==> src/rtl/clkout_pkg.sv <==
package clkout_pkg;
  localparam int CTRL_W       = 32;
  localparam int SRC2_SEL_LSB = 0;
  localparam int SRC2_SEL_W   = 3;
  localparam int PRE_LSB      = 4;
  localparam int PRE_W        = 3;
  localparam int POST_LSB     = 8;
  localparam int POST_W       = 3;
  localparam int FSEL_LSB     = 16;
  localparam int FSEL_W       = 2;
  localparam int OSC_LSB      = 20;
  localparam int OSC_W        = 2;
  localparam int GATE_BIT     = 23;

  localparam int N_SRC2       = 6;
  localparam int N_FINAL      = 4;
  localparam int N_SOURCES    = 8;
  localparam int POST_MAX_LOG = 5;

  localparam int OSC_MAX  = 1 << OSC_W;
  localparam int PRE_MAX  = 1 << PRE_W;
  localparam int POST_MAX = 1 << POST_MAX_LOG;

  localparam logic [CTRL_W-1:0] CTRL_MASK =
      (CTRL_W'((1 << SRC2_SEL_W) - 1) << SRC2_SEL_LSB) |
      (CTRL_W'((1 << PRE_W) - 1)      << PRE_LSB)      |
      (CTRL_W'((1 << POST_W) - 1)     << POST_LSB)     |
      (CTRL_W'((1 << FSEL_W) - 1)     << FSEL_LSB)     |
      (CTRL_W'((1 << OSC_W) - 1)      << OSC_LSB)      |
      (CTRL_W'(1)                     << GATE_BIT);

  // Index of each synchronised source in the internal source vector
  typedef enum int {
    SRC_OSC    = 0,
    SRC_RC     = 1,
    SRC_SYSDIV = 2,
    SRC_DDR    = 3,
    SRC_PER    = 4,
    SRC_DISP   = 5,
    SRC_MPU    = 6,
    SRC_EXTDEV = 7
  } src_idx_e;
endpackage

==> src/rtl/clkout_rst_sync.sv <==
module clkout_rst_sync #(
  parameter int STAGES = 2
) (
  input  logic clk,
  input  logic rst_n,
  output logic rst_sync_n
);
  logic [STAGES-1:0] sync_q;
  logic [STAGES-1:0] sync_d;

  always_comb begin
    sync_d = {sync_q[STAGES-2:0], 1'b1};
  end

  always_ff @(posedge clk or negedge rst_n) begin
    if (!rst_n) sync_q <= '0;
    else        sync_q <= sync_d;
  end

  assign rst_sync_n = sync_q[STAGES-1];
endmodule

==> src/rtl/clkout_src_sync.sv <==
module clkout_src_sync #(
  parameter int STAGES = 2
) (
  input  logic clk,
  input  logic rst_n,
  input  logic src_i,
  output logic lvl_o,
  output logic rise_o
);
  logic [STAGES-1:0] sync_q;
  logic [STAGES-1:0] sync_d;
  logic              dly_q;

  always_comb begin
    sync_d = {sync_q[STAGES-2:0], src_i};
  end

  always_ff @(posedge clk or negedge rst_n) begin
    if (!rst_n) begin
      sync_q <= '0;
      dly_q  <= 1'b0;
    end else begin
      sync_q <= sync_d;
      dly_q  <= sync_q[STAGES-1];
    end
  end

  assign lvl_o  = sync_q[STAGES-1];
  assign rise_o = sync_q[STAGES-1] & ~dly_q;
endmodule

==> src/rtl/clkout_div.sv <==
module clkout_div #(
  parameter int MAX_RATIO = 8
) (
  input  logic                               clk,
  input  logic                               rst_n,
  input  logic [$clog2(MAX_RATIO+1)-1:0]     ratio_i,
  input  logic                               lvl_i,
  input  logic                               rise_i,
  output logic                               lvl_o,
  output logic                               rise_o
);
  localparam int RW = $clog2(MAX_RATIO + 1);
  localparam int CW = (MAX_RATIO > 1) ? $clog2(MAX_RATIO) : 1;

  logic [CW-1:0] cnt_q, cnt_d;
  logic          lvl_q, lvl_d;
  logic          rise_q, rise_d;
  logic          cnt_en;
  logic [RW:0]   cnt_inc;
  logic [RW:0]   cnt_nxt;
  logic [RW:0]   half;
  logic          wrap;
  logic          bypass;

  assign bypass  = (ratio_i <= RW'(1));
  assign cnt_en  = rise_i;
  assign cnt_inc = (RW+1)'(cnt_q) + (RW+1)'(1);
  assign wrap    = (cnt_inc >= {1'b0, ratio_i});
  assign cnt_nxt = wrap ? '0 : cnt_inc;
  assign half    = {1'b0, ratio_i} >> 1;

  always_comb begin
    cnt_d  = CW'(cnt_nxt);
    lvl_d  = (cnt_nxt < half);
    rise_d = cnt_en & lvl_d & ~lvl_q;
  end

  always_ff @(posedge clk or negedge rst_n) begin
    if (!rst_n) begin
      cnt_q  <= '0;
      lvl_q  <= 1'b0;
      rise_q <= 1'b0;
    end else begin
      rise_q <= rise_d;
      if (cnt_en) begin
        cnt_q <= cnt_d;
        lvl_q <= lvl_d;
      end
    end
  end

  assign lvl_o  = bypass ? lvl_i  : lvl_q;
  assign rise_o = bypass ? rise_i : rise_q;

  // Registered level moves only on an input rising edge
  AST_DIV_HOLD: assert property (@(posedge clk) disable iff (!rst_n)
    !rise_i |=> $stable(lvl_q));
endmodule

==> src/rtl/clkout_mux.sv <==
module clkout_mux #(
  parameter int N_IN  = 4,
  parameter int SEL_W = 2
) (
  input  logic             clk,
  input  logic             rst_n,
  input  logic [SEL_W-1:0] sel_req_i,
  input  logic [N_IN-1:0]  lvl_i,
  input  logic [N_IN-1:0]  rise_i,
  output logic             lvl_o,
  output logic             rise_o
);
  logic [SEL_W-1:0] sel_q, sel_d;
  logic             sel_en;
  logic             cur_lvl, cur_rise, cand_lvl;

  always_comb begin
    cur_lvl  = 1'b0;
    cur_rise = 1'b0;
    cand_lvl = 1'b0;
    for (int i = 0; i < N_IN; i++) begin
      if (sel_q == SEL_W'(i)) begin
        cur_lvl  = lvl_i[i];
        cur_rise = rise_i[i];
      end
      if (sel_req_i == SEL_W'(i)) cand_lvl = lvl_i[i];
    end
  end

  assign sel_en = (sel_req_i != sel_q) && !cur_lvl && !cand_lvl;

  always_comb begin
    sel_d = sel_en ? sel_req_i : sel_q;
  end

  always_ff @(posedge clk or negedge rst_n) begin
    if (!rst_n) sel_q <= '0;
    else        sel_q <= sel_d;
  end

  assign lvl_o  = cur_lvl;
  assign rise_o = cur_rise;

  AST_SEL_WHEN_LOW: assert property (@(posedge clk) disable iff (!rst_n)
    !$stable(sel_q) |-> !$past(lvl_o));
  AST_RSV_SEL_LOW: assert property (@(posedge clk) disable iff (!rst_n)
    (32'(sel_q) >= N_IN) |-> !lvl_o);
endmodule

==> src/rtl/clkout_gen.sv <==
module clkout_gen #(
  parameter int                ADDR_W      = 16,
  parameter logic [ADDR_W-1:0] CTRL_OFFSET = 'h4100,
  parameter int                SYNC_STAGES = 2
) (
  input  logic        clk,
  input  logic        rst_n,
  input  logic [15:0] reg_addr_i,
  input  logic        reg_wr_i,
  input  logic [31:0] reg_wdata_i,
  output logic [31:0] reg_rdata_o,
  input  logic        osc_clk_i,
  input  logic        rc_clk_i,
  input  logic        sysdiv_clk_i,
  input  logic        ddr_pll_clk_i,
  input  logic        per_pll_clk_i,
  input  logic        disp_pll_clk_i,
  input  logic        mpu_pll_clk_i,
  input  logic        extdev_pll_clk_i,
  output logic        clk_out_o
);
  import clkout_pkg::*;

  localparam int OSC_RW  = $clog2(OSC_MAX + 1);
  localparam int PRE_RW  = $clog2(PRE_MAX + 1);
  localparam int POST_RW = $clog2(POST_MAX + 1);

  logic rst_sync_n;

  clkout_rst_sync #(.STAGES(SYNC_STAGES)) u_rst_sync (
    .clk        (clk),
    .rst_n      (rst_n),
    .rst_sync_n (rst_sync_n)
  );

  // Control register
  logic [CTRL_W-1:0] ctrl_q, ctrl_d;
  logic              addr_hit;
  logic              ctrl_en;

  assign addr_hit = (reg_addr_i[ADDR_W-1:0] == CTRL_OFFSET);
  assign ctrl_en  = reg_wr_i & addr_hit;

  always_comb begin
    ctrl_d = ctrl_en ? (reg_wdata_i & CTRL_MASK) : ctrl_q;
  end

  always_ff @(posedge clk or negedge rst_sync_n) begin
    if (!rst_sync_n) ctrl_q <= '0;
    else             ctrl_q <= ctrl_d;
  end

  assign reg_rdata_o = addr_hit ? ctrl_q : '0;

  // Field decode
  logic [SRC2_SEL_W-1:0] src2_sel;
  logic [FSEL_W-1:0]     fsel;
  logic                  gate_req;
  logic [OSC_RW-1:0]     osc_ratio;
  logic [PRE_RW-1:0]     pre_ratio;
  logic [POST_RW-1:0]    post_ratio;
  logic [POST_W-1:0]     post_field;

  assign src2_sel   = ctrl_q[SRC2_SEL_LSB +: SRC2_SEL_W];
  assign fsel       = ctrl_q[FSEL_LSB +: FSEL_W];
  assign gate_req   = ctrl_q[GATE_BIT];
  assign osc_ratio  = OSC_RW'(ctrl_q[OSC_LSB +: OSC_W]) + OSC_RW'(1);
  assign pre_ratio  = PRE_RW'(ctrl_q[PRE_LSB +: PRE_W]) + PRE_RW'(1);
  assign post_field = ctrl_q[POST_LSB +: POST_W];
  assign post_ratio = (32'(post_field) > POST_MAX_LOG) ? POST_RW'(POST_MAX)
                                                      : (POST_RW'(1) << post_field);

  // Source synchronisers
  logic [N_SOURCES-1:0] src_raw;
  logic [N_SOURCES-1:0] src_lvl;
  logic [N_SOURCES-1:0] src_rise;

  assign src_raw[SRC_OSC]    = osc_clk_i;
  assign src_raw[SRC_RC]     = rc_clk_i;
  assign src_raw[SRC_SYSDIV] = sysdiv_clk_i;
  assign src_raw[SRC_DDR]    = ddr_pll_clk_i;
  assign src_raw[SRC_PER]    = per_pll_clk_i;
  assign src_raw[SRC_DISP]   = disp_pll_clk_i;
  assign src_raw[SRC_MPU]    = mpu_pll_clk_i;
  assign src_raw[SRC_EXTDEV] = extdev_pll_clk_i;

  for (genvar g = 0; g < N_SOURCES; g++) begin : g_sync
    clkout_src_sync #(.STAGES(SYNC_STAGES)) u_sync (
      .clk    (clk),
      .rst_n  (rst_sync_n),
      .src_i  (src_raw[g]),
      .lvl_o  (src_lvl[g]),
      .rise_o (src_rise[g])
    );
  end

  // Path A: oscillator divider
  logic osc_div_lvl, osc_div_rise;

  clkout_div #(.MAX_RATIO(OSC_MAX)) u_osc_div (
    .clk     (clk),
    .rst_n   (rst_sync_n),
    .ratio_i (osc_ratio),
    .lvl_i   (src_lvl[SRC_OSC]),
    .rise_i  (src_rise[SRC_OSC]),
    .lvl_o   (osc_div_lvl),
    .rise_o  (osc_div_rise)
  );

  // Path B: six-way select, pre-divider, power-of-two post-divider
  logic src2_lvl, src2_rise;
  logic pre_lvl, pre_rise;
  logic post_lvl, post_rise;

  clkout_mux #(.N_IN(N_SRC2), .SEL_W(SRC2_SEL_W)) u_src2_mux (
    .clk       (clk),
    .rst_n     (rst_sync_n),
    .sel_req_i (src2_sel),
    .lvl_i     (src_lvl[SRC_MPU:SRC_RC]),
    .rise_i    (src_rise[SRC_MPU:SRC_RC]),
    .lvl_o     (src2_lvl),
    .rise_o    (src2_rise)
  );

  clkout_div #(.MAX_RATIO(PRE_MAX)) u_pre_div (
    .clk     (clk),
    .rst_n   (rst_sync_n),
    .ratio_i (pre_ratio),
    .lvl_i   (src2_lvl),
    .rise_i  (src2_rise),
    .lvl_o   (pre_lvl),
    .rise_o  (pre_rise)
  );

  clkout_div #(.MAX_RATIO(POST_MAX)) u_post_div (
    .clk     (clk),
    .rst_n   (rst_sync_n),
    .ratio_i (post_ratio),
    .lvl_i   (pre_lvl),
    .rise_i  (pre_rise),
    .lvl_o   (post_lvl),
    .rise_o  (post_rise)
  );

  // Final selector
  logic [N_FINAL-1:0] fin_lvl, fin_rise;
  logic               fmux_lvl, fmux_rise;

  assign fin_lvl  = {src_lvl[SRC_EXTDEV],  post_lvl,  src_lvl[SRC_RC],  osc_div_lvl};
  assign fin_rise = {src_rise[SRC_EXTDEV], post_rise, src_rise[SRC_RC], osc_div_rise};

  clkout_mux #(.N_IN(N_FINAL), .SEL_W(FSEL_W)) u_final_mux (
    .clk       (clk),
    .rst_n     (rst_sync_n),
    .sel_req_i (fsel),
    .lvl_i     (fin_lvl),
    .rise_i    (fin_rise),
    .lvl_o     (fmux_lvl),
    .rise_o    (fmux_rise)
  );

  // Gate, applied only while the selected level is low
  logic gate_q, gate_d, gate_en;
  logic out_q, out_d;

  assign gate_en = !fmux_lvl;

  always_comb begin
    gate_d = gate_en ? gate_req : gate_q;
    out_d  = gate_q & fmux_lvl;
  end

  always_ff @(posedge clk or negedge rst_sync_n) begin
    if (!rst_sync_n) begin
      gate_q <= 1'b0;
      out_q  <= 1'b0;
    end else begin
      gate_q <= gate_d;
      out_q  <= out_d;
    end
  end

  assign clk_out_o = out_q;

  AST_GATE_OFF_LOW: assert property (@(posedge clk) disable iff (!rst_sync_n)
    !gate_q |=> !clk_out_o);
  AST_GATE_WHEN_LOW: assert property (@(posedge clk) disable iff (!rst_sync_n)
    !$stable(gate_q) |-> !$past(fmux_lvl));
  AST_RD_RSV_ZERO: assert property (@(posedge clk) disable iff (!rst_sync_n)
    (reg_rdata_o & ~CTRL_MASK) == '0);
  AST_OUT_RISE_SRC: assert property (@(posedge clk) disable iff (!rst_sync_n)
    $rose(clk_out_o) |-> $past(fmux_lvl) && $past(gate_q));
endmodule

==> config.mk <==
export PLATFORM = sky130hd
export DESIGN_NAME = clkout_gen
export DESIGN_NICKNAME = d
export VERILOG_FILES = /design/src/rtl/clkout_pkg.sv /design/src/rtl/clkout_rst_sync.sv /design/src/rtl/clkout_src_sync.sv /design/src/rtl/clkout_div.sv /design/src/rtl/clkout_mux.sv /design/src/rtl/clkout_gen.sv
export SDC_FILE = /design/constraint.sdc
export NUM_CORES = 1
export LEC_CHECK = 0
export ABC_AREA = 1
export BUFFER_PORTS_ARGS = -buffer_cell sky130_fd_sc_hd__buf_4
export CELL_PAD_IN_SITES_DETAIL_PLACEMENT = 1
export CELL_PAD_IN_SITES_GLOBAL_PLACEMENT = 2
export CORE_ASPECT_RATIO = 0.5
export CORE_MARGIN = 5
export CORE_UTILIZATION = 34
export DETAILED_ROUTE_END_ITERATION = 8
export GPL_TIMING_DRIVEN = 0
export PLACE_DENSITY = 0.95
export SETUP_SLACK_MARGIN = 0.05
export SYNTH_ARGS = -nofsm -noshare
export SYNTH_HDL_FRONTEND = slang
export SYNTH_SLANG_ARGS = --single-unit
==> constraint.sdc <==
create_clock -name clk -period 3.25 [get_ports clk]
set_input_delay 0.65 -clock clk [delete_from_list [all_inputs] [get_ports clk]]
set_output_delay 0.65 -clock clk [all_outputs]
set_load 0.01 [all_outputs]
==> results of run 1 <==
## flip-flops by register name, summed over array words and instances (netlist names)
| name | flops |
|---|---|
| clk_out_o | 1 |
| ctrl_q | 14 |
| g_sync.u_sync.dly_q | 7 |
| g_sync.u_sync.sync_q | 16 |
| gate_q | 1 |
| u_final_mux.sel_q | 2 |
| u_osc_div.cnt_q | 2 |
| u_osc_div.lvl_q | 1 |
| u_post_div.cnt_q | 5 |
| u_post_div.lvl_q | 1 |
| u_pre_div.cnt_q | 3 |
| u_pre_div.lvl_q | 1 |
| u_pre_div.rise_q | 1 |
| u_rst_sync.sync_q | 2 |
| u_src2_mux.sel_q | 3 |
## where the power goes
part / internal, uW / switching (uW) / total [uW]
Clock: 589 / 343 / 933
Combinational: 195 / 278 / 473
Sequential: 799 / 49.5 / 849
## cell families after synthesis
logic type | synth area share
AOI/OAI and AO/OA | 0.0763
xor gates and xnor gates | 0.0153
adders and majority gates | 0.0981
buffers and inverters | 0.101
DFF | 0.436
muxes | 0.0567
other | 0.00218
and+or+nand+nor | 0.215
## worst max-delay path, delay by kind of cell (launching register included)
kind                     cells  cell delay [ns]
XOR/XNOR                     1             0.17
AND/OR/NAND/NOR              8             0.69
AO/OA/AOI/OAI                3             0.53
buffers and inverters        3             0.28
flip-flops                   1             0.44
adder cells (fa/ha/maj)      3             0.71
## cell usage after synthesis (3+ instances only)
library cell,number,share of area
ha_1,27,0.098
xor2_1,3,0.0076
inv_2,3,0.0033
xnor2_1,3,0.0076
a21oi_1,9,0.013
mux2_2,4,0.013
o21ai_0,16,0.023
nand4_1,7,0.013
nand3_1,17,0.025
nor2_1,41,0.045
nand2_1,65,0.071
nand2_2,4,0.0073
dfrtp_1,60,0.44
buf_4,18,0.039
inv_1,47,0.051
mux2_4,10,0.044
nor3_1,4,0.0058
## how the worst max path moves through the flow
stage / to / slack (ns) / cells past startpoint
finish: u_post_div.lvl_q$_DFFE_PN0P_ / 0.32 / 18
global route: u_post_div.lvl_q$_DFFE_PN0P_ / 0.07 / 17
CTS: u_post_div.lvl_q$_DFFE_PN0P_ / 0.14 / 17
detailed placement: u_post_div.lvl_q$_DFFE_PN0P_ / 0.20 / 17
global placement: u_post_div.lvl_q$_DFFE_PN0P_ / 0.23 / 17
floorplan: u_post_div.lvl_q$_DFFE_PN0P_ / 0.63 / 17
## layout make-up
type / instances / area share
multi-input combinational: 262 / 0.379
sequential: 60 / 0.337
timing repair buffer: 59 / 0.102
clock buffer: 9 / 0.0504
inverter: 50 / 0.0420
tap: 140 / 0.0392
buffer: 22 / 0.0356
clock inverter: 7 / 0.0149
## layer usage
metal / vias to the layer above / share of wire
met5: - / 0
li1: 1368 / -
met1: 1347 / 0.42
met3: 12 / 0.040
met4: 0 / 0.012
met2: 49 / 0.53
## metrics by stage
| stage | total power, uW | hold WS [ns] | utilization |
|---|---|---|---|
| after CTS | 2280 | 0.0838 | 0.439 |
| final | 2250 | 0.0951 | 0.444 |
| after detailed placement | 1330 | 0.308 | 0.410 |
| after global routing | 2390 | 0.0798 | 0.444 |
| after global placement | 1290 | 0.333 | 0.408 |
| after floorplan | 1180 | 0.331 | - |
## repair_timing
action / 4_1_cts / 5_1_grt
gates resized for setup: 0 / 7
hold endpoints to repair: 0 / 0
setup endpoints to repair: 0 / 1
buffers inserted: 0 / 3
==> results_dict.tcl, run 1 <==
set metrics [dict create \
    rows 26 \
    r2r-start "u_post_div.cnt_q[0]$_DFFE_PN0P_" \
    grt_setup_unrepaired "no" \
    tns_ns 0 \
    synth-async-reset-ratio 1.00 \
    crit_path_top_delay_cell "dfrtp_2" \
    core_area_mm2 0.0101 \
    grt-busiest-layer "met2" \
    clk_latency_ns 0.33 \
    ys_seq_area_frac 0.436 \
    reg2reg_to "u_post_div.lvl_q$_DFFE_PN0P_" \
    finalCriticalPeriod_ns 2.93 \
    cts_hold_buffers 0 \
    drc 0 \
    p_leak_uw 0.00228 \
    yosys_warnings 0 \
    final.fill_count 1185 \
    drv_slew 0 \
    cts_tree "done" \
    finClkSkew_ns 0.00521 \
    critPathLaunchType "flip-flop" \
    grt_pass1_wl_um 14600 \
    die-area_mm2 0.0124 \
    worstRegToRegCells 18 \
    critPathCaptureType "flip-flop" \
    htreeDepth 3 \
    worstSetupPathType "flip-flop to flip-flop" \
    use_met2 0.278 \
    viasPerCell 4.56 \
    grt_max_degree 32 \
    layout_setup_ws_ns 0.319 \
    io_pins 92 \
    synth_seq_cells 60 \
    gr-usage-met3 0.0458 \
    setup_viol 0 \
    relSlewSlack 0.591 \
    cts.sinks 60 \
    use_met1 0.164 \
    wl_per_cell_um 14.1 \
    fmax_ghz 0.341 \
    arrival_ns 3.15 \
    maxCapViolations 0 \
    layout.nets 550 \
    vias 2776 \
    cp.required_ns 3.47 \
    io_buffers 55 \
    final_cell_mix "buf_4, nand2_1, dfrtp_1" \
    critPathMostFrequentCell "nand2_1" \
    dp_hpwl_um 6640 \
    place_congestion 0.787 \
    pre_cts_slack_ns 0.200 \
    multi_input_area_mm2 0.00169 \
    synth_area_mm2 0.00344 \
    drive_above_1_share 0.296 \
    ant_nets 0 \
    syn_area_per_cell_um2 9.14 \
    finalHoldViolCount 0 \
    cp_slowest_stage_delay_ns 0.44 \
    hold_path.class "input port to asynchronous set/reset pin" \
    cts_root_buf "clkbuf_16" \
    drt_pass1_iterations 4 \
    grt_pass1_vias 3039 \
    die_h_um 81.2 \
    run_status "finished clean" \
    cts.path.max_buffers 2 \
    tightest_slew_ns 0.613 \
    power_density_mw_per_mm2 505 \
    wirelength_um 8580 \
    ys_types 47 \
    finalCritPeriodShare 0.902 \
    vdd_drop_max_uv 239 \
    placed_area_mm2 0.00412 \
    area_growth_pct 29.6 \
    final-instance-count-excl-fill 609 \
    ys.flop_type "dfrtp_1" \
    clk_pin_slew_worst_paths_ns 0.05 \
    die_width_um 152 \
    cp-startpoint "u_post_div.cnt_q[0]$_DFFE_PN0P_" \
    regToRegSetupSlack_ns 0.32 \
    synth_edf_count 0 \
    cts_inserted_buffers 9 \
    netlist_instances 377 \
    start_util 0.343 \
    grt.total_usage 0.147 \
    globalRouteOverflowTotal 0 \
    dp_cells 590 \
    initialDrtViolationCount 92 \
    regArea_mm2 0.00150 \
    fin_area_mm2 0.00446 \
    crit_fanout 5 \
    final_common_cell "buf_4" \
    antenna_cells 0 \
    grt_antenna_before_repair 0 \
    cp_cell_sequence "ha_1, nand2_1, inv_1, nand2_1, xor2_2, inv_1, ha_1, a21o_1, a21oi_2, nand3_4, buf_4, nor2_1, ha_1, nand2_1, o21ai_0, nand2_1, nand2_1, nand2_1" \
]
Note: power is estimated with default switching activity, not from simulation.
==> run 2: changes to the inputs <==
PLACE_DENSITY = 0.94   (was 0.95)
==> run 2 against run 1 <==
Net effect:
- cell area is essentially flat
- wire length shrank 0.73%
- die area is the same
- hold slack is essentially flat
- register-to-register slack lost 0.07 ns
- power grew 0.93%
- utilization is essentially flat
- non-clock buffer count shrank 1
- critical endpoint unchanged
- largest cell class unchanged
==> results_dict.tcl, run 2 (synthesis results as in run 1) <==
set metrics [dict create \
    wl_per_cell_um 14.0 \
    routed-wl-met3_um 293 \
    cts_inserted_buffers 9 \
    htreeDepth 3 \
    finalHoldViolCount 0 \
    io_pins 92 \
    reg.largest.list "g_sync.u_sync.sync_q: 16 flops, ctrl_q: 14 flops, g_sync.u_sync.dly_q: 7 flops" \
    fmax_ghz 0.333 \
    arrival_ns 3.27 \
    drive_above_1_share 0.293 \
    dp_hpwl_um 6530 \
    tightest_slew_ns 0.554 \
    relSlewSlack 0.631 \
    top_register "g_sync.u_sync.sync_q" \
    clk_pin_slew_worst_paths_ns 0.05 \
    drv_slew 0 \
    run_status "finished clean" \
    finClkSkew_ns 0.00517 \
    final_cell_mix "buf_4, nand2_1, dfrtp_1" \
    maxCapViolations 0 \
    io_buffers 55 \
    initialDrtViolationCount 106 \
    critPathCaptureType "flip-flop" \
    final_common_cell "buf_4" \
    cts_root_buf "clkbuf_16" \
    vdd_drop_max_uv 189 \
    vias 2739 \
    finalCritPeriodShare 0.924 \
    die-area_mm2 0.0124 \
    largest_reg_flops 16 \
    area_growth_pct 29.7 \
    die_width_um 152 \
    drc 0 \
    cts_tree "done" \
    cts.path.max_buffers 2 \
    p_leak_uw 0.00228 \
    ant_nets 0 \
    globalRouteOverflowTotal 0 \
    fin_total_pwr_uw 2280 \
    crit_fanout 6 \
    grt_max_degree 42 \
    wirelength_um 8520 \
    core_area_mm2 0.0101 \
    cp.required_ns 3.52 \
    start_util 0.343 \
    finalCriticalPeriod_ns 3.00 \
    place_congestion 0.812 \
    grt_antenna_before_repair 0 \
    viasPerCell 4.50 \
    layout.nets 549 \
    cts.sinks 60 \
    rows 26 \
    cts_hold_buffers 0 \
    worstSetupPathType "flip-flop to flip-flop" \
    route.met2.wl_um 4380 \
    grt.total_usage 0.148 \
    clk_latency_ns 0.33 \
    power_density_mw_per_mm2 509 \
    critPathLaunchType "flip-flop" \
    setup_viol 0 \
    grt_pass1_vias 3080 \
    die_h_um 81.2 \
    drt_pass1_iterations 4 \
    wl_met1_um 3710 \
    top_layer "met4" \
    tns_ns 0 \
    hold_path.class "input port to asynchronous set/reset pin" \
    grt_pass1_wl_um 14600 \
    antenna_cells 0 \
]
[run 2: path summary, 6_finish.rpt]
kind	startpoint	endpoint	slack, ns	cells after the start
setup / recovery	u_post_div.cnt_q[0]$_DFFE_PN0P_	u_post_div.lvl_q$_DFFE_PN0P_	0.25	17
hold / removal	rst_n	u_rst_sync.sync_q[1]$_DFF_PN0_	0.1	1
setup reg to reg	u_post_div.cnt_q[0]$_DFFE_PN0P_	u_post_div.lvl_q$_DFFE_PN0P_	0.25	17
hold reg to reg	u_rst_sync.sync_q[1]$_DFF_PN0_	u_post_div.cnt_q[2]$_DFFE_PN0P_	0.20	0
max in group asynchronous	u_rst_sync.sync_q[1]$_DFF_PN0_	ctrl_q[23]$_DFFE_PN0P_	2.48	1
min in group clk	g_sync[0].u_sync.sync_q[0]$_DFF_PN0_	g_sync[0].u_sync.sync_q[1]$_DFF_PN0_	0.35	0
[run 2: stage by stage]
stage / hold WS, ns / instance area, um^2 / std cells / utilization / worst slack (ns)
floorplan: 0.331 / 3510 / 394 / - / 0.625
global placement: 0.334 / 4100 / 589 / 0.408 / 0.202
detailed placement: 0.219 / 4120 / 590 / 0.410 / 0.181
CTS: 0.0852 / 4420 / 606 / 0.440 / 0.150
global route: 0.0805 / 4470 / 608 / 0.444 / -0.00463
finish: 0.0954 / 4470 / 608 / 0.444 / 0.248
[run 2: timing repair]
item	4_1_cts	5_1_grt
gates resized for setup	0	8
endpoints found under the hold margin	0	0
setup endpoints to repair	0	1
setup buffers	0	2
[run 2: cell type report]
type / instances / area (um^2)
fillers: 1171 / 5580
multi-input cells: 262 / 1690
flip-flops and latches: 60 / 1500
repair buffers: 58 / 448
clock buffers: 12 / 256
inverters: 50 / 188
well taps: 140 / 175
plain buffers: 22 / 159
clock inverters: 4 / 47.5
[run 2: critical path, stage by stage (launching register included)]
cell and delay (ns):
dfrtp_2 0.43, ha_1 0.22, nand2_1 0.06, inv_1 0.08, nand2_1 0.10, xor2_2 0.17, inv_1 0.07, ha_1 0.32
a21o_1 0.20, a21oi_2 0.15, nand3_2 0.20, nor3_4 0.26, ha_1 0.27, a21oi_1 0.15, o21ai_1 0.08, nand2_1 0.06
nand2_1 0.06, nand2_1 0.06
[run 2: power by group]
| part | internal (uW) | leakage, uW | switching, uW |
|---|---|---|---|
| sequential | 800 | 0.000773 | 45.0 |
| clock | 632 | 0.000149 | 328 |
| combinational | 194 | 0.00136 | 277 |
| total | 1630 | 0.00228 | 650 |
[run 2: metal layers]
layer,up-vias,global-route usage
met2,49,0.280
met4,0,0.0475
met3,13,0.0394
met5,-,0
met1,1316,0.166
li1,1361,-
